### src/rtl/spi_reg_pkg.sv
package spi_reg_pkg;
  localparam int ADDR_W  = 8;
  localparam int DATA_W  = 8;
  localparam int FRAME_W = 1 + ADDR_W + DATA_W;
  localparam int CNT_W   = $clog2(FRAME_W + 2);

  typedef struct packed {
    logic              rd;
    logic [ADDR_W-1:0] addr;
    logic [DATA_W-1:0] data;
  } frame_t;
endpackage

### src/rtl/spi_sync.sv
module spi_sync #(
  parameter int       W       = 1,
  parameter int       STAGES  = 2,
  parameter logic [W-1:0] RST_VAL = '0
) (
  input  logic         clk_i,
  input  logic         rst_ni,
  input  logic [W-1:0] d_i,
  output logic [W-1:0] q_o
);
  logic [W-1:0] stg_q [STAGES];

  always_ff @(posedge clk_i or negedge rst_ni) begin
    if (!rst_ni) begin
      for (int i = 0; i < STAGES; i++) stg_q[i] <= RST_VAL;
    end else begin
      stg_q[0] <= d_i;
      for (int i = 1; i < STAGES; i++) stg_q[i] <= stg_q[i-1];
    end
  end

  assign q_o = stg_q[STAGES-1];
endmodule

### src/rtl/spi_frame.sv
module spi_frame
  import spi_reg_pkg::*;
(
  input  logic              clk_i,
  input  logic              rst_ni,
  input  logic              idle_i,
  input  logic              sck_rise_i,
  input  logic              mosi_i,
  input  logic              commit_i,
  input  logic [DATA_W-1:0] rdata_i,
  output frame_t            sr_o,
  output logic              we_o,
  output logic [CNT_W-1:0]  cnt_o
);
  localparam logic [CNT_W-1:0] CNT_FULL = CNT_W'(FRAME_W);
  localparam logic [CNT_W-1:0] CNT_SAT  = CNT_W'(FRAME_W + 1);

  frame_t           sr_q;
  logic [CNT_W-1:0] cnt_q;
  logic             we_q;
  logic             full;

  assign full = (cnt_q == CNT_FULL);

  // saturating count so long frames never wrap back to a valid length
  always_ff @(posedge clk_i or negedge rst_ni) begin
    if (!rst_ni)                          cnt_q <= '0;
    else if (idle_i)                      cnt_q <= '0;
    else if (sck_rise_i && cnt_q != CNT_SAT) cnt_q <= cnt_q + 1'b1;
  end

  always_ff @(posedge clk_i or negedge rst_ni) begin
    if (!rst_ni)                             sr_q <= '0;
    else if (commit_i && full && sr_q.rd)    sr_q.data <= rdata_i;
    else if (!idle_i && sck_rise_i)          sr_q <= frame_t'({sr_q[FRAME_W-2:0], mosi_i});
  end

  always_ff @(posedge clk_i or negedge rst_ni) begin
    if (!rst_ni) we_q <= 1'b0;
    else         we_q <= commit_i && full && !sr_q.rd;
  end

  assign sr_o  = sr_q;
  assign we_o  = we_q;
  assign cnt_o = cnt_q;
endmodule

### src/rtl/spi_tx.sv
module spi_tx
  import spi_reg_pkg::*;
(
  input  logic   clk_i,
  input  logic   rst_ni,
  input  logic   idle_i,
  input  logic   sck_fall_i,
  input  frame_t load_i,
  output logic   bit_o
);
  logic [FRAME_W-1:0] tx_q;

  // tracks the shift register while idle, shifts on falling clock when selected
  always_ff @(posedge clk_i or negedge rst_ni) begin
    if (!rst_ni)         tx_q <= '0;
    else if (idle_i)     tx_q <= load_i;
    else if (sck_fall_i) tx_q <= {tx_q[FRAME_W-2:0], 1'b0};
  end

  assign bit_o = tx_q[FRAME_W-1];
endmodule

### src/rtl/spi_reg_slave.sv
module spi_reg_slave
  import spi_reg_pkg::*;
#(
  parameter int SYNC_STAGES = 2
) (
  input  logic              clk_i,
  input  logic              rst_ni,
  input  logic              sck_i,
  input  logic              mosi_i,
  input  logic              cs_ni,
  output logic              miso_o,
  output logic              miso_oe_o,
  output logic              reg_we_o,
  output logic [ADDR_W-1:0] reg_addr_o,
  output logic [DATA_W-1:0] reg_wdata_o,
  input  logic [DATA_W-1:0] reg_rdata_i
);
  logic       cs_s, sck_s, mosi_s;
  logic       cs_d, sck_d;
  logic       sck_rise, sck_fall, commit;
  frame_t     sr;
  logic [CNT_W-1:0] cnt;

  spi_sync #(
    .W      (3),
    .STAGES (SYNC_STAGES),
    .RST_VAL(3'b100)
  ) i_sync (
    .clk_i (clk_i),
    .rst_ni(rst_ni),
    .d_i   ({cs_ni, sck_i, mosi_i}),
    .q_o   ({cs_s, sck_s, mosi_s})
  );

  always_ff @(posedge clk_i or negedge rst_ni) begin
    if (!rst_ni) begin
      cs_d  <= 1'b1;
      sck_d <= 1'b0;
    end else begin
      cs_d  <= cs_s;
      sck_d <= sck_s;
    end
  end

  assign sck_rise = sck_s & ~sck_d;
  assign sck_fall = ~sck_s & sck_d;
  assign commit   = cs_s & ~cs_d;

  spi_frame i_frame (
    .clk_i     (clk_i),
    .rst_ni    (rst_ni),
    .idle_i    (cs_s),
    .sck_rise_i(sck_rise),
    .mosi_i    (mosi_s),
    .commit_i  (commit),
    .rdata_i   (reg_rdata_i),
    .sr_o      (sr),
    .we_o      (reg_we_o),
    .cnt_o     (cnt)
  );

  spi_tx i_tx (
    .clk_i     (clk_i),
    .rst_ni    (rst_ni),
    .idle_i    (cs_s),
    .sck_fall_i(sck_fall),
    .load_i    (sr),
    .bit_o     (miso_o)
  );

  // pad enable straight from the pin, no clock involved
  assign miso_oe_o   = ~cs_ni;
  assign reg_addr_o  = sr.addr;
  assign reg_wdata_o = sr.data;
endmodule

### config.mk
export PLATFORM = sky130hd
export DESIGN_NAME = spi_reg_slave
export DESIGN_NICKNAME = d
export VERILOG_FILES = /design/src/rtl/spi_reg_pkg.sv /design/src/rtl/spi_sync.sv /design/src/rtl/spi_frame.sv /design/src/rtl/spi_tx.sv /design/src/rtl/spi_reg_slave.sv
export SDC_FILE = /design/constraint.sdc
export NUM_CORES = 1
export LEC_CHECK = 0
export ABC_AREA = 1
export BUFFER_PORTS_ARGS = -buffer_cell sky130_fd_sc_hd__clkbuf_2
export CAP_MARGIN = 0
export CORE_MARGIN = 3
export CORE_UTILIZATION = 39
export DETAILED_ROUTE_END_ITERATION = 16
export SETUP_SLACK_MARGIN = 0.5
export SLEW_MARGIN = 20
export SYNTH_ARGS = -nofsm -noshare
export SYNTH_HDL_FRONTEND = slang
export SYNTH_SLANG_ARGS = --single-unit
### constraint.sdc
create_clock -name clk_i -period 1.8 [get_ports clk_i]
set_clock_uncertainty 0.15 [all_clocks]
set_input_delay 0.36 -clock clk_i [delete_from_list [all_inputs] [get_ports clk_i]]
set_output_delay 0.36 -clock clk_i [all_outputs]
set_load 0.05 [all_outputs]
Word level (Yosys, flattened, before mapping)
Cells that the tools add are included.

storage, ports and cells
  register bits after elaboration = 48
  logic and storage cells = 38
  input port bits = 13
  output and inout bits = 19

cells by class
  mux-type cells = 6
  bitwise logic cells = 8
  $add $sub $neg = 1
  reduce and logical (&&, ||, !) cells = 11
  eq/ne operators = 2

operators by type and width
  cell                                                            count
  17-bit two-way mux                                              2
  8-bit two-way mux                                               2
  5-bit two-way mux                                               2
  2-bit nonzero test                                              3
  5-bit by 1-bit adder with 5-bit output (second input constant)  1
  5-bit equality test (second input constant)                     1
  1-bit logical AND                                               5
  5-bit inequality test (second input constant)                   1
  1-bit NOT                                                       5
  1-bit bitwise AND                                               3
  1-bit zero test                                                 2
  2-bit AND reduction                                             1

Depth between registers and ports, before layout
  depth after elaboration = 6
  mapped depth = 7
  depth with buffers taken out = 7

By module
From an unflattened synthesis, not the netlist that was laid out.

second synthesis, totals
  cells, all modules = 238
  area, all modules = 2,199.6 µm²

by module, submodules not included
  module         instances  cells each  sequential area each (µm²)  area each (µm²)
  spi_frame      1          128         575.6                       1,148.6
  spi_tx         1          92          425.4                       798.3
  spi_sync       1          9           152.6                       175.2
  spi_reg_slave  1          9           51.3                        77.6

Worst setup path after synthesis
Ideal clock, no wire load.

  kind = register to register
  start point = register i_sync.stg_q, in the netlist i_sync.q_o[2]
  end point = register i_frame.sr_q, in the netlist i_frame.sr_o[1]
  required time = 1,525 ps
  path buffers = 1
  library setup time = 125 ps
  data arrival time = 1,149 ps
  stages on the path, launching flop included = 7
  period minus slack after synthesis = 1,424 ps
  slack = 376 ps
  cell sequence = dfstp_2 -> buf_4 -> nand2_4 -> nor2_8 -> nand3_4 -> nand3_1 -> nand3_1

between the ends
  word-level cells in the longest chain between the ends = 4
  elaborated cells between the ends (all ways) = 7
  classes of those cells = mux: 1; bitwise: 1; reduce/logical: 5

RTL lines
  what                                                     RTL line             RTL
  start: declaration                                       spi_sync.sv:11       logic [W-1:0] stg_q [STAGES];
  1-bit bitwise AND                                        spi_reg_slave.sv:47  assign commit = cs_s & ~cs_d;
  1-bit logical AND (2 in series)                          spi_frame.sv:34      else if (commit_i && full && sr_q.rd) sr_q.data <= rdata_i;
  8-bit two-way mux or 2-bit nonzero test (tied branches)  n/a
  end signal: assignment                                   spi_frame.sv:35      else if (!idle_i && sck_rise_i) sr_q <= frame_t'({sr_q[FRAME_W-2:0], mosi_i});
  end: declaration                                         spi_frame.sv:18      frame_t sr_q;

Parallel ways exist; a longest one is shown, timed or not.
A chain may end at the register's enable or synchronous reset.

Worst setup path after layout
  start point = register i_frame.cnt_q[2], in the netlist i_frame.cnt_o[2]
  end point = register i_frame.sr_q, in the netlist i_frame.sr_o[3]

between the ends
  word-level cells in the longest chain between the ends = 4
  elaborated cells between the ends (all ways) = 5
  classes of those cells = eq/ne: 1; mux: 1; reduce/logical: 3

RTL lines
  what                                                     RTL line         RTL
  start: declaration                                       spi_frame.sv:19  logic [CNT_W-1:0] cnt_q;
  start signal: assignment                                 spi_frame.sv:29  else if (sck_rise_i && cnt_q != CNT_SAT) cnt_q <= cnt_q + 1'b1;
  5-bit equality test *                                    spi_frame.sv:23  assign full = (cnt_q == CNT_FULL);
  1-bit logical AND * (2 in series)                        spi_frame.sv:34
  8-bit two-way mux or 2-bit nonzero test (tied branches)  n/a

Mark *: on every way between the ends. The rest lies on a longest branch, timed or not.

==> results.rst <==
.. list-table::
   :header-rows: 1

   * - Metric
     - Value
   * - Worst Hold Path EP
     - i_sync.stg_q[4]
   * - Instance count along the most critical hold path
     - 1
   * - 1st-pass router iterations
     - 4
   * - Leak
     - 1.564 nW
   * - Clk Tree Root Cell
     - clkbuf_8
   * - Total clock sinks
     - 48
   * - Core Footprint
     - 0.005608 mm²
   * - Antenna violations before repair
     - 0
   * - Sequential group share of total power
     - between 40% and 50%
   * - # rows
     - 27
   * - Initial standard-cell utilization of the core
     - about 40%
   * - Pin count of the biggest net entering global routing
     - a little under 50
   * - Critical path startpoint category
     - register
   * - Least setup slack across all paths after layout
     - 0.3179 ns
   * - Number of nets with antenna violations after detailed routing
     - 0
   * - Average instance area after synthesis
     - 8.969 µm²
   * - Via Count
     - approximately 1900
   * - Number of library cell types mapped by synthesis
     - 25
   * - Yosys reg bits
     - 48
   * - Final Hold Violating Endpoints
     - 0
   * - Post-Route WL
     - 5743 µm
   * - Top-level I/O count
     - 32
   * - Half-perimeter wire length after placement
     - 3048 µm
   * - Vertical die dimension
     - 82.58 µm
   * - Run status
     - complete, no violations
   * - Final cell count without fillers
     - between 300 and 400
   * - Reg-to-reg critical path endpoint
     - i_frame.sr_o[3]
   * - Via count normalized by instance count
     - slightly above 5
   * - Count of warnings emitted by yosys
     - 0
   * - Final worst path period share
     - between 80% and 90%
   * - Unrepaired setup endpoints after global routing
     - yes
   * - Filler Cell Count
     - 486
   * - Combinational power share
     - 35.9%
   * - Storage element area
     - 0.001207 mm²
   * - Post-Syn Area
     - between 0.002 and 0.0025 mm²
   * - Number of CTS-inserted buffers
     - 5
   * - RD Place Congestion
     - about 0.76
   * - Count of antenna diodes in the layout
     - 0
   * - Ratio of cells with drive above 1 in the final layout
     - 40.97%
   * - Total internal power
     - roughly 0.0021 W
   * - Sequential fraction of the synthesis area
     - 52.68%
   * - Worst r2r src
     - i_frame.cnt_o[2]
   * - Arrival time worst endpoint
     - roughly 1.5 ns
   * - Clock insertion delay at the later pin of the skew report
     - 0.30 ns
   * - Maximum buffer depth of the clock tree
     - 2
   * - Die width
     - 82.58 µm
   * - Category of the worst setup path capture point
     - register
   * - Total number of H-tree levels
     - 2
   * - Post-route DRC violation count
     - 0
   * - Number of buffers added on ports
     - 31
   * - Number of cells on the worst reg-to-reg path
     - 5
   * - Reg clk slew, reported paths
     - 0.09 ns
   * - Reg-to-reg slack, setup
     - 0.32 ns
   * - Sw frac
     - 35.75%
   * - Worst-case headroom to the max-slew limit
     - 66.19%
   * - Worst slack at placement
     - 0.2133 ns
   * - Cell count after synthesis
     - between 200 and 300
   * - Worst Hold Margin
     - 0.01059 ns
   * - Total nets after synthesis
     - approximately 270
   * - Final setup fails
     - 0
   * - Final critical-path required period
     - around 1.5 ns
   * - Path type of the worst setup path
     - reg2reg
   * - Total power per unit cell area
     - 977.7 mW/mm²
   * - Worst Path Max Fanout
     - 10
   * - Achievable Freq
     - 0.6747 GHz
   * - Transition at the pin with the smallest max-transition slack
     - 0.5072 ns
   * - Psw
     - 0.001159 W
   * - Via count of the first global-routing pass
     - between 1500 and 2000
   * - Nets@finish
     - ~330
   * - Total global-route track usage
     - 18.17%
   * - Initial drt markers
     - 160
   * - Wirelength per Cell
     - 15.03 µm
   * - Fin Setup TNS
     - 0 ns
   * - Global route total overflow
     - 0
   * - Type of the worst min-delay path
     - in2reg
   * - Footprint of the multi-input gates
     - approximately 0.001 mm²
   * - TritonCTS clock tree
     - done
   * - Power share of the clock group
     - 21.2%
   * - Total die area
     - 0.006819 mm²
   * - Max-cap check violation count
     - 0
   * - Fin util
     - 59.15%
   * - VDD IR-drop max
     - 0.7006 mV
   * - Worst Hold Launch
     - sck_i
   * - Layout-stage area growth over the synthesis result
     - 45.02%
   * - Critical path data required time
     - 1.83 ns
   * - Placed Instances
     - between 300 and 400
   * - Number of pins exceeding their max-slew limit in the final report
     - 0
   * - Global-route wire length before repair
     - 9232 µm
sequential cells by signal, indices dropped and copies added, names as in the netlist:
name,count
i_frame.cnt_o,5
cs_d,1
i_tx.tx_q,17
i_frame.we_o,1
i_sync.stg_q,3
i_frame.sr_o,17
i_sync.q_o,3
sck_d,1
metrics by stage:
stage | area (µm²) | total power, W
finish | 3317 | 0.003243
global route | 3317 | 0.003429
CTS | 3090 | 0.003115
detailed placement | 2415 | 0.002096
global placement | 2415 | 0.002087
floorplan | 2301 | 0.002001
how the worst max path moves through the flow:
stage          cells past startpoint             start  slack, ns         endpoint
2_1_floorplan                      6     i_sync.q_o[2]       0.42     i_tx.tx_q[0]
3_3_place_gp                       6     i_sync.q_o[2]       0.20  i_frame.sr_o[2]
3_5_place_dp                       6     i_sync.q_o[2]       0.21  i_frame.sr_o[5]
4_1_cts                            7     i_sync.q_o[2]       0.34    i_tx.tx_q[14]
5_1_grt                            7     i_sync.q_o[2]       0.25    i_tx.tx_q[13]
6_report                           5  i_frame.cnt_o[2]       0.32  i_frame.sr_o[3]
power groups by stage:
stage	clock, W	combinational [W]	sequential [W]
final	0.000687	0.00116	0.00139
after global routing	0.000767	0.00125	0.00141
after CTS	0.000706	0.00105	0.00136
after detailed placement	0	0.000687	0.00141
after global placement	0	0.000680	0.00141
after floorplan	0	0.000634	0.00137
area by class of cell:
class	count	area share, %
tap	72	2.716
clock inverter	2	0.4527
multi-input combinational	164	30.59
inverter	14	2.112
clock buffer	6	2.490
timing repair inverter	1	0.2641
timing repair buffer	75	24.97
sequential	48	36.40
repair_timing:
item | in CTS | in global routing
gates resized for setup | 59 | 59
pin swaps | 3 | 10
setup buffers | 29 | 3
endpoints found under the setup margin | 56 | 58
cloned | 2 | 2
hold endpoints to repair | 47 | 0
hold buffers | 3 | 0
synth_stat cells:
master    count  share of area (%)
dfstp_2       3                3.4
o21ai_2       1               0.38
inv_1        11                1.8
xor2_1        1               0.38
o21ai_1       3               0.66
a22o_1        1               0.38
nor2_2        1               0.27
nand4_1      10                2.7
buf_2         6                1.3
nor2_1       19                3.1
a31oi_1      13                3.6
ha_1          3                1.6
o21bai_1      1               0.33
nor2_8        2                1.8
nand3_4       1               0.77
nand3_1      22                4.8
clkbuf_1      1               0.16
buf_6         3                1.5
buf_4        19                6.2
inv_2         3               0.49
dfrtp_1      45                 49
nand2_4       1               0.49
nand2_1      76                 12
o21ai_0       7                1.5
nand2_2       2               0.55
worst max-delay path, cell delays in order, from the launching register on:
cell and delay, ns:
dfrtp_2 0.47, nor2_4 0.17, buf_4 0.22, nand3_4 0.16, nand3_2 0.11, nand3_1 0.08
cells by family (layout without fill, tap and decap cells):
family	count (synthesis)	count (layout)	synth area share, %
AND/OR/NAND/NOR	134	134	26.97
flip-flops	48	48	52.68
buffers and inverters	43	98	11.49
XOR/XNOR	1	1	0.3830
AO/OA/AOI/OAI	26	26	6.838
adder cells (fa/ha/maj)	3	3	1.641
routing by layer:
metal / track usage (%) / routed length [µm]
met4: 5.882 / 69
met1: 25.84 / 2650
met2: 27.96 / 2818
met3: 3.362 / 204
met5: 0 / 0
layout by cell type (no fill, tap or decap), types with 8 or more instances in the layout:
| cell | count |
|---|---|
| nand3_1 | 13 |
| nand2_1 | 70 |
| nor2_1 | 11 |
| buf_8 | 18 |
| nand3_2 | 8 |
| clkbuf_2 | 13 |
| inv_1 | 9 |
| nand4_1 | 10 |
| dfrtp_1 | 43 |
| buf_4 | 26 |
| a31oi_1 | 12 |
No activity file was read; power rests on OpenSTA's default activity.
